**src/rtl/ptw_pkg.sv**
```systemverilog
package ptw_pkg;
    localparam int WORD_W   = 32;
    localparam int DOM_W    = 4;
    localparam int AP_W     = 2;
    localparam int BASE_LO  = 14;
    localparam int BASE_W   = WORD_W - BASE_LO;
    localparam int NDOM     = 1 << DOM_W;
    localparam int BYTES    = WORD_W / 8;
    localparam int FLAG_W   = 4;

    typedef enum logic [2:0] {
        ST_IDLE, ST_RD1, ST_WAIT1, ST_RD2, ST_WAIT2, ST_DONE
    } walk_state_t;

    typedef enum logic [1:0] {
        FK_TRANS  = 2'd0,
        FK_DOMAIN = 2'd1,
        FK_PERM   = 2'd2
    } fault_kind_t;

    typedef enum logic [1:0] {
        L1_FAULT, L1_COARSE, L1_SECTION
    } l1_kind_t;

    function automatic logic [WORD_W-1:0] swap_bytes(input logic [WORD_W-1:0] w);
        logic [WORD_W-1:0] r;
        for (int i = 0; i < BYTES; i++)
            r[8*i +: 8] = w[8*(BYTES-1-i) +: 8];
        return r;
    endfunction
endpackage

```
**src/rtl/ptw_l1_dec.sv**
```systemverilog
module ptw_l1_dec
    import ptw_pkg::*;
(
    input  logic [WORD_W-1:0] word,
    input  logic [WORD_W-1:0] vaddr,
    input  logic [WORD_W-1:0] dom_ctrl,
    output l1_kind_t          kind,
    output logic [DOM_W-1:0]  dom,
    output logic              dom_open,
    output logic [WORD_W-1:0] sec_pa,
    output logic [AP_W-1:0]   sec_ap,
    output logic [WORD_W-1:0] l2_addr
);
    logic [2*NDOM-1:0] dom_fields;
    logic              unused_bits;

    assign dom_fields  = dom_ctrl[2*NDOM-1:0];
    assign unused_bits = ^{word[9], word[4:2], vaddr[11:0]};
    assign dom         = word[8:5];
    assign dom_open    = |dom_fields[2*dom +: 2];
    assign sec_pa      = {word[31:20], vaddr[19:0]};
    assign sec_ap      = word[11:10];
    assign l2_addr     = {word[31:10], vaddr[19:12], 2'b00};

    always_comb begin
        unique case (word[1:0])
            2'd1:    kind = L1_COARSE;
            2'd2:    kind = L1_SECTION;
            default: kind = L1_FAULT;
        endcase
    end
endmodule

```
**src/rtl/ptw_l2_dec.sv**
```systemverilog
module ptw_l2_dec
    import ptw_pkg::*;
(
    input  logic [WORD_W-1:0] word,
    input  logic [WORD_W-1:0] vaddr,
    input  logic              tiny_as_4k,
    output logic              l2_fault,
    output logic [WORD_W-1:0] pa,
    output logic [AP_W-1:0]   ap,
    output logic              subpage
);
    logic [AP_W-1:0] pair [4];
    logic            pairs_equal;
    logic            unused_va;

    genvar g;
    generate
        for (g = 0; g < 4; g++) begin : g_pair
            assign pair[g] = word[4 + 2*g +: 2];
        end
    endgenerate

    assign pairs_equal = (pair[0] == pair[1]) && (pair[0] == pair[2]) && (pair[0] == pair[3]);
    assign unused_va   = ^vaddr[31:16];

    always_comb begin
        l2_fault = 1'b0;
        pa       = '0;
        ap       = '0;
        subpage  = 1'b0;
        unique case (word[1:0])
            2'd0: l2_fault = 1'b1;
            2'd1: begin
                pa = {word[31:16], vaddr[15:0]};
                ap = pair[vaddr[15:14]];
            end
            2'd2: begin
                pa      = {word[31:12], vaddr[11:0]};
                ap      = pair[vaddr[11:10]];
                subpage = !pairs_equal;
            end
            default: begin
                ap = pair[0];
                if (tiny_as_4k) begin
                    pa = {word[31:12], vaddr[11:0]};
                end else begin
                    pa      = {word[31:10], vaddr[9:0]};
                    subpage = 1'b1;
                end
            end
        endcase
    end
endmodule

```
**src/rtl/ptw_walker.sv**
```systemverilog
module ptw_walker
    import ptw_pkg::*;
(
    input  logic        clk,
    input  logic        rst_n,
    input  logic        req_valid,
    input  logic [31:0] req_vaddr,
    input  logic        req_instr,
    input  logic        req_write,
    input  logic        req_user,
    input  logic        req_noexc,
    input  logic [17:0] tbl_base_hi,
    input  logic [31:0] dom_ctrl,
    input  logic        big_endian,
    input  logic        tiny_as_4k,
    output logic        busy,
    output logic        mem_req,
    output logic [31:0] mem_addr,
    input  logic        mem_rvalid,
    input  logic [31:0] mem_rdata,
    output logic        done,
    output logic        fault,
    output logic [1:0]  fault_kind,
    output logic        fault_level,
    output logic [31:0] pa,
    output logic [1:0]  ap,
    output logic [3:0]  domain,
    output logic        subpage,
    output logic [3:0]  rsp_flags
);
    walk_state_t       state, state_nx;
    logic [WORD_W-1:0] va_q, l2a_q, rd_word;
    logic [FLAG_W-1:0] flg_q;

    l1_kind_t          l1_kind;
    logic [DOM_W-1:0]  l1_dom;
    logic              l1_dom_open;
    logic [WORD_W-1:0] l1_sec_pa, l1_l2_addr;
    logic [AP_W-1:0]   l1_sec_ap;

    logic              l2_fault, l2_sub;
    logic [WORD_W-1:0] l2_pa;
    logic [AP_W-1:0]   l2_ap;

    assign rd_word = big_endian ? swap_bytes(mem_rdata) : mem_rdata;

    ptw_l1_dec u_l1 (
        .word(rd_word), .vaddr(va_q), .dom_ctrl(dom_ctrl),
        .kind(l1_kind), .dom(l1_dom), .dom_open(l1_dom_open),
        .sec_pa(l1_sec_pa), .sec_ap(l1_sec_ap), .l2_addr(l1_l2_addr)
    );

    ptw_l2_dec u_l2 (
        .word(rd_word), .vaddr(va_q), .tiny_as_4k(tiny_as_4k),
        .l2_fault(l2_fault), .pa(l2_pa), .ap(l2_ap), .subpage(l2_sub)
    );

    // State register
    always_ff @(posedge clk) begin
        if (!rst_n) state <= ST_IDLE;
        else        state <= state_nx;
    end

    // Transitions: accept, descend, finish1, finish2, release
    always_comb begin
        state_nx = state;
        unique case (state)
            ST_IDLE:  if (req_valid) state_nx = ST_RD1;
            ST_RD1:   state_nx = ST_WAIT1;
            ST_WAIT1: if (mem_rvalid)
                          state_nx = (l1_kind == L1_COARSE && l1_dom_open) ? ST_RD2 : ST_DONE;
            ST_RD2:   state_nx = ST_WAIT2;
            ST_WAIT2: if (mem_rvalid) state_nx = ST_DONE;
            ST_DONE:  state_nx = ST_IDLE;
            default:  state_nx = ST_IDLE;
        endcase
    end

    assign busy     = (state != ST_IDLE);
    assign done     = (state == ST_DONE);
    assign mem_req  = (state == ST_RD1) || (state == ST_RD2);
    assign mem_addr = (state == ST_RD2) ? l2a_q : {tbl_base_hi, va_q[31:20], 2'b00};
    assign rsp_flags = flg_q;

    // Datapath and result registers
    always_ff @(posedge clk) begin
        if (!rst_n) begin
            va_q <= '0; l2a_q <= '0; flg_q <= '0;
            fault <= 1'b0; fault_kind <= FK_TRANS; fault_level <= 1'b0;
            pa <= '0; ap <= '0; domain <= '0; subpage <= 1'b0;
        end else begin
            unique case (state)
                ST_IDLE: if (req_valid) begin
                    va_q  <= req_vaddr;
                    flg_q <= {req_instr, req_write, req_user, req_noexc};
                end
                ST_WAIT1: if (mem_rvalid) begin
                    subpage <= 1'b0;
                    if (l1_kind == L1_FAULT) begin
                        fault <= 1'b1; fault_kind <= FK_TRANS;
                        fault_level <= 1'b0; domain <= '0;
                    end else if (!l1_dom_open) begin
                        fault <= 1'b1; fault_kind <= FK_DOMAIN;
                        fault_level <= (l1_kind == L1_COARSE); domain <= l1_dom;
                    end else if (l1_kind == L1_SECTION) begin
                        fault <= 1'b0; pa <= l1_sec_pa; ap <= l1_sec_ap;
                        domain <= l1_dom;
                    end else begin
                        l2a_q <= l1_l2_addr; domain <= l1_dom;
                    end
                end
                ST_WAIT2: if (mem_rvalid) begin
                    fault <= l2_fault; fault_kind <= FK_TRANS; fault_level <= 1'b1;
                    pa <= l2_pa; ap <= l2_ap; subpage <= l2_sub;
                end
                default: ;
            endcase
        end
    end

    // Assertions
    p_single_read_r5: assert property (@(posedge clk) disable iff (!rst_n)
        mem_req |=> !mem_req);
    p_done_pulse_r12: assert property (@(posedge clk) disable iff (!rst_n)
        done |=> !done);
    p_busy_at_done_r12: assert property (@(posedge clk) disable iff (!rst_n)
        done |-> busy);
    p_accept_read_r1: assert property (@(posedge clk) disable iff (!rst_n)
        (!busy && req_valid) |=> (busy && mem_req));
    p_idle_quiet_r12: assert property (@(posedge clk) disable iff (!rst_n)
        !busy |-> (!mem_req && !done));
endmodule

```
**config.mk**
```make
export PLATFORM = sky130hd
export DESIGN_NAME = ptw_walker
export DESIGN_NICKNAME = d
export VERILOG_FILES = /design/src/rtl/ptw_pkg.sv /design/src/rtl/ptw_l1_dec.sv /design/src/rtl/ptw_l2_dec.sv /design/src/rtl/ptw_walker.sv
export SDC_FILE = /design/constraint.sdc
export NUM_CORES = 1
export LEC_CHECK = 0
export BUFFER_PORTS_ARGS = -buffer_cell sky130_fd_sc_hd__clkbuf_2
export CAP_MARGIN = 20
export CORE_ASPECT_RATIO = 0.75
export CORE_MARGIN = 2
export CORE_UTILIZATION = 39
export CTS_CLUSTER_SIZE = 30
export DETAILED_ROUTE_END_ITERATION = 10
export GPL_TIMING_DRIVEN = 0
export PLACE_DENSITY = 0.65
export SETUP_SLACK_MARGIN = 0.05
export SKIP_LAST_GASP = 1
export SYNTH_ARGS = -nofsm -noshare
export SYNTH_HDL_FRONTEND = slang
export SYNTH_SLANG_ARGS = --single-unit
```
**constraint.sdc**
```tcl
create_clock -name clk -period 8.6 [get_ports clk]
set_input_delay 1.29 -clock clk [delete_from_list [all_inputs] [get_ports clk]]
set_output_delay 1.29 -clock clk [all_outputs]
set_load 0.02 [all_outputs]
```
Word-level counts from Yosys, hierarchy flattened:

Cells that the tools add are included.

* shift operators: 1
* eq/ne operators: 20
* bitwise gates (word level): 4
* divide/modulo/power cells: 0
* magnitude comparators: 2
* reduce and logical (&&, ||, !) cells: 20
* $add $sub $neg: 0
* multipliers: 0
* mux-type cells: 52

Operators with widths (count)
* 32-bit two-way mux: 7
* 32-bit case mux with 3 select lines: 1
* 32-bit case mux with 2 select lines: 1
* 32-bit by 6-bit indexed part select with 2-bit output: 1
* 2-bit two-way mux: 13
* 3-bit case mux with 5 select lines: 1
* 1-bit two-way mux: 13
* 12-bit two-way mux: 1
* 3-bit two-way mux: 4
* 2-bit != test, second input constant: 6
* 2-bit case mux with 2 select lines: 3
* 2-bit binary-select mux with 2-bit select: 2
* 1-bit case mux with 2 select lines: 4
* 4-bit AND reduction: 2
* 2-bit == test: 3
* 3-bit by 2-bit == test with 1-bit output, second input constant: 2
* 3-bit == test, second input constant: 2
* 3-bit >= comparator, second input constant: 2
* 2-bit inverter with 3-bit output: 2
* 2-bit case mux with 3 select lines: 1
* 3-bit AND reduction: 2
* 6-bit AND reduction: 1
* 5-bit AND reduction: 1
* 2-bit by 1-bit == test with 1-bit output, second input constant: 2
* 15 further kinds: 22

* output and inout port bits: 82
* memory bits (read-only): 0
* memories kept: 0
* register bits after elaboration: 112
* RAM bits: 0
* latch bits: 0
* logic and storage cells: 110

Depth between registers and ports, before layout:

* depth in word-level cells: 9
* mapped depth: 12
* depth with buffers taken out: 8

By module:

From an unflattened synthesis, not the netlist that was laid out.

* cells, all modules: 786
* area total of the unflattened synthesis: 6473.7 um^2

By module, submodules not included
* ptw_walker: area an instance 5192.5 um^2, cells each 600, sequential area each 2262.2 um^2, instances 1
* ptw_l1_dec: area an instance 755.7 um^2, cells each 107, sequential area each 0.0 um^2, instances 1
* ptw_l2_dec: area an instance 525.5 um^2, cells each 79, sequential area each 0.0 um^2, instances 1

Worst setup path after synthesis:

No wires, ideal clock.

* path type: input to register
* start point: in big_endian
* end point: reg pa[12]
* library setup time: 133 ps
* setup slack: 4563 ps
* data arrival time: 3904 ps
* stages on the path: 11
* path buffers: 4
* cell sequence: buf_6 > buf_2 > buf_1 > buf_1 > mux2i_1 > inv_1 > ha_1 > or2_2 > a32o_1 > a211oi_1 > a211oi_1

* word-level cells in the longest chain between the ends: 6

RTL lines
* start, declared: RTL line ptw_walker.sv:14 `input logic big_endian,`
* 32-bit two-way mux *: RTL line ptw_walker.sv:45 `assign rd_word = big_endian ? swap_bytes(mem_rdata) : mem_rdata;`
* branches (longest 5 deep; another with 32-bit by 6-bit indexed part select with 2-bit output)
* end signal, assigned: RTL line ptw_walker.sv:114 `pa <= l2_pa; ap <= l2_ap; subpage <= l2_sub;`
* end, declared: RTL line ptw_walker.sv:25 `output logic [31:0] pa,`

Every way passes the cells marked *. The select of a mux whose other input is x is not followed.
A chain may end at the register's enable or synchronous reset.

Worst setup path after layout:

* start point: in big_endian
* end point: reg pa[10]

The elaborated chain is that of the path after synthesis.

==> load_flow_metrics.sql <==
INSERT INTO impl_metrics (metric_group, metric, value, unit) VALUES
('floorplan', 'fp.dieW', '144', 'um'),
('floorplan', 'initial_core_util', '0.398', ''),
('power', 'p_total', '0.00127', 'W'),
('sta', 'report.final.setup_viol', '0', ''),
('floorplan', 'dieArea', '15700', 'um^2'),
('finish', 'finish.cell_count_without_fillers', '1087', ''),
('finish', 'areaGrowthSynthToFinish', '27.3', '%'),
('route', 'dr.pass1.iters', '6', ''),
('floorplan', 'io_pins', '206', ''),
('clock_tree', 'clkLatencyLatePin', '0.35', 'ns'),
('sta', 'portion_of_the_clock_cycle_consumed_by_the_worst_path_in_the_final_layout', '0.580', ''),
('yosys', 'postSynthAreaPerCell', '8.60', 'um^2'),
('clock_tree', 'clockBufferDepth', '2', ''),
('sta', 'timing_worst_slew_pin_value', '1.03', 'ns'),
('sta', 'finalHoldWorstSlack', '0.457', 'ns'),
('route', 'drt-vias-per-instance', '5.06', ''),
('yosys', 'synth_async_sr_flop_share', '0', ''),
('placement', 'place_area', '7010', 'um^2'),
('floorplan', 'die_height', '109', 'um'),
('placement', 'hpwl', '13.8', 'mm'),
('critical_path', 'end_kind', 'flop', ''),
('clock_tree', 'cts-buffers-inserted', '9', ''),
('sta', 'timing.setup.tns', '0', 'ns'),
('clock_tree', 'ctsRootBufferMaster', 'sky130_fd_sc_hd__clkbuf_16', ''),
('sta', 'slew_viol_final', '0', ''),
('floorplan', 'num_rows', '38', ''),
('sta', 'max_slew_margin', '0.311', ''),
('sta', 'rsz_0062_raised_after_global_routing', 'false', ''),
('route', 'vias', '5501', ''),
('route', 'detail_route.wirelength', '17.6', 'mm'),
('power', 'power_leakage', '3.50', 'nW'),
('grt', 'globalRoute.totalOverflow', '0', ''),
('clock_tree', 'htreeDepth', '3', ''),
('yosys', 'yosys.area.top_type_share', '0.386', ''),
('finish', 'final.fill_count', '1482', ''),
('yosys', 'ffs_latches_synth', '111', ''),
('placement', 'final_estimated_routing_congestion_in_global_placement', '0.858', ''),
('route', 'count_of_unresolved_drc_violations_after_routing', '0', ''),
('route', 'drt-wirelength-per-cell', '16.2', 'um'),
('floorplan', 'design.core.area', '14500', 'um^2'),
('route', 'post_drt_antenna_nets', '0', ''),
('outcome', 'run_status', 'finished clean', ''),
('yosys', 'ys_warn_count', '0', ''),
('grt', 'grt_antenna_before_repair', '0', ''),
('critical_path', 'timing.critical_path.from_type', 'input pin', ''),
('flow_run', 'max_cap_viol_count', '0', ''),
('clock_tree', 'post_cts_resize_count', '0', ''),
('placement', 'place_inst', '1071', ''),
('critical_path', 'timing.setup.critical_path_class', 'input pin to flop', ''),
('finish', 'mostFrequentLayoutCell', 'sky130_fd_sc_hd__nand2_1', ''),
('yosys', 'netlist_area', '5750', 'um^2'),
('route', 'detail_route.iter0.violations', '273', ''),
('yosys', 'yosys.area.top_type', 'sky130_fd_sc_hd__dfxtp_1', ''),
('yosys', 'netlist-cell-type-count', '51', ''),
('yosys', 'yosys-top-cells-area', 'sky130_fd_sc_hd__dfxtp_1 39%, sky130_fd_sc_hd__nand2_1 13%, sky130_fd_sc_hd__mux2_2 12%', ''),
('clock_tree', 'cts.hold.buffers_added', '0', ''),
('hold_path', 'timing.hold.worst.class', 'flop to flop', ''),
('sta', 'clock-skew-final', '0.00747', 'ns'),
('yosys', 'synth_enable_flop_cells', '0', ''),
('yosys', 'synthFlopType', 'sky130_fd_sc_hd__dfxtp_1', ''),
('grt', 'gr-usage-all-layers', '0.222', ''),
('finish', 'num_antenna_cells', '0', ''),
('sta', 'timing.final.crit_period', '4.99', 'ns'),
('clock_tree', 'clock_tree_from_tritoncts', 'yes', ''),
('critical_path', 'path_max_fanout', '10', ''),
('finish', 'final_nets', '1012', ''),
('yosys', 'syn_inst', '669', ''),
('critical_path', 'crit_arrival', '5.26', 'ns'),
('yosys', 'synth-seq-area-share', '0.386', ''),
('placement', 'port-buffer-count', '200', ''),
('sta', 'achievable-frequency', '200', 'MHz');
==> Yosys cell counts (7+ instances only) <==
cell type	number
sky130_fd_sc_hd__a211oi_1	9
sky130_fd_sc_hd__a21oi_1	44
sky130_fd_sc_hd__clkbuf_1	36
sky130_fd_sc_hd__dfxtp_1	111
sky130_fd_sc_hd__inv_1	11
sky130_fd_sc_hd__mux2_2	59
sky130_fd_sc_hd__mux2i_1	65
sky130_fd_sc_hd__nand2_1	203
sky130_fd_sc_hd__nand4_1	8
sky130_fd_sc_hd__nor2_1	14
sky130_fd_sc_hd__nor3_1	12
sky130_fd_sc_hd__o21ai_0	7
==> area by class of cell <==
type	count	area (um^2)	share of cell area
buffer	51	248	0.0338
clock inverter	7	88.8	0.0121
clock buffer	9	225	0.0307
multi-input combinational	498	3250	0.443
inverter	11	41.3	0.00564
sequential	111	2220	0.303
timing repair buffer	200	1000	0.137
tap	200	250	0.0342
==> logic make-up after synthesis <==
family | count (synthesis) | share of synthesized area
AOI/OAI and AO/OA | 90 | 0.101
adders and majority gates | 6 | 0.0131
buffers and inverters | 62 | 0.0502
DFF | 111 | 0.386
muxes | 130 | 0.250
other | 1 | 0.000652
and+or+nand+nor | 269 | 0.199
==> layer usage <==
layer,track usage,share of wire,up-vias
met5,0,0,-
met2,0.345,0.42,193
li1,-,-,2734
met4,0.0444,0.012,0
met1,0.311,0.48,2556
met3,0.0602,0.091,18
==> critical path: stages <==
cell and delay (ns):
sky130_fd_sc_hd__buf_6 0.10, sky130_fd_sc_hd__buf_2 0.29, sky130_fd_sc_hd__buf_1 0.53, sky130_fd_sc_hd__buf_1 0.54, sky130_fd_sc_hd__mux2i_1 0.47, sky130_fd_sc_hd__ha_1 0.34, sky130_fd_sc_hd__nor2_1 0.08, sky130_fd_sc_hd__a21oi_1 0.82
sky130_fd_sc_hd__clkbuf_1 0.50, sky130_fd_sc_hd__nand2_1 0.13, sky130_fd_sc_hd__mux2i_1 0.15
==> report_power, final <==
group	internal, W	leakage (nW)	switching (W)
sequential	0.000538	0.901	0.0000157
combinational	0.000110	2.45	0.000167
clock	0.000233	0.150	0.000210
==> through the flow <==
step	utilization	setup slack [ns]
6_report	0.507	3.61
3_3_place_gp	0.485	3.32
2_1_floorplan	-	4.56
4_1_cts	0.507	3.64
5_1_grt	0.507	3.26
3_5_place_dp	0.485	3.28
==> worst paths after layout <==
check,from,end,slack (ns),cells past startpoint
worst max register to register,state[2],pa[10],6.01,8
worst min-delay path,rsp_flags[1],rsp_flags[1],0.46,2
worst min register to register,rsp_flags[1],rsp_flags[1],0.46,2
worst max-delay path,big_endian,pa[10],3.61,11
==> state kept, by name (all words and copies together) (netlist names) <==
| signal | flops |
|---|---|
| ap | 2 |
| domain | 4 |
| fault_kind | 1 |
| pa | 32 |
| rsp_flags | 4 |
| fault_level | 1 |
| fault | 1 |
| l2a_q | 30 |
| state | 3 |
| subpage | 1 |
| va_q | 32 |
Note: power is estimated with default switching activity, not from simulation.
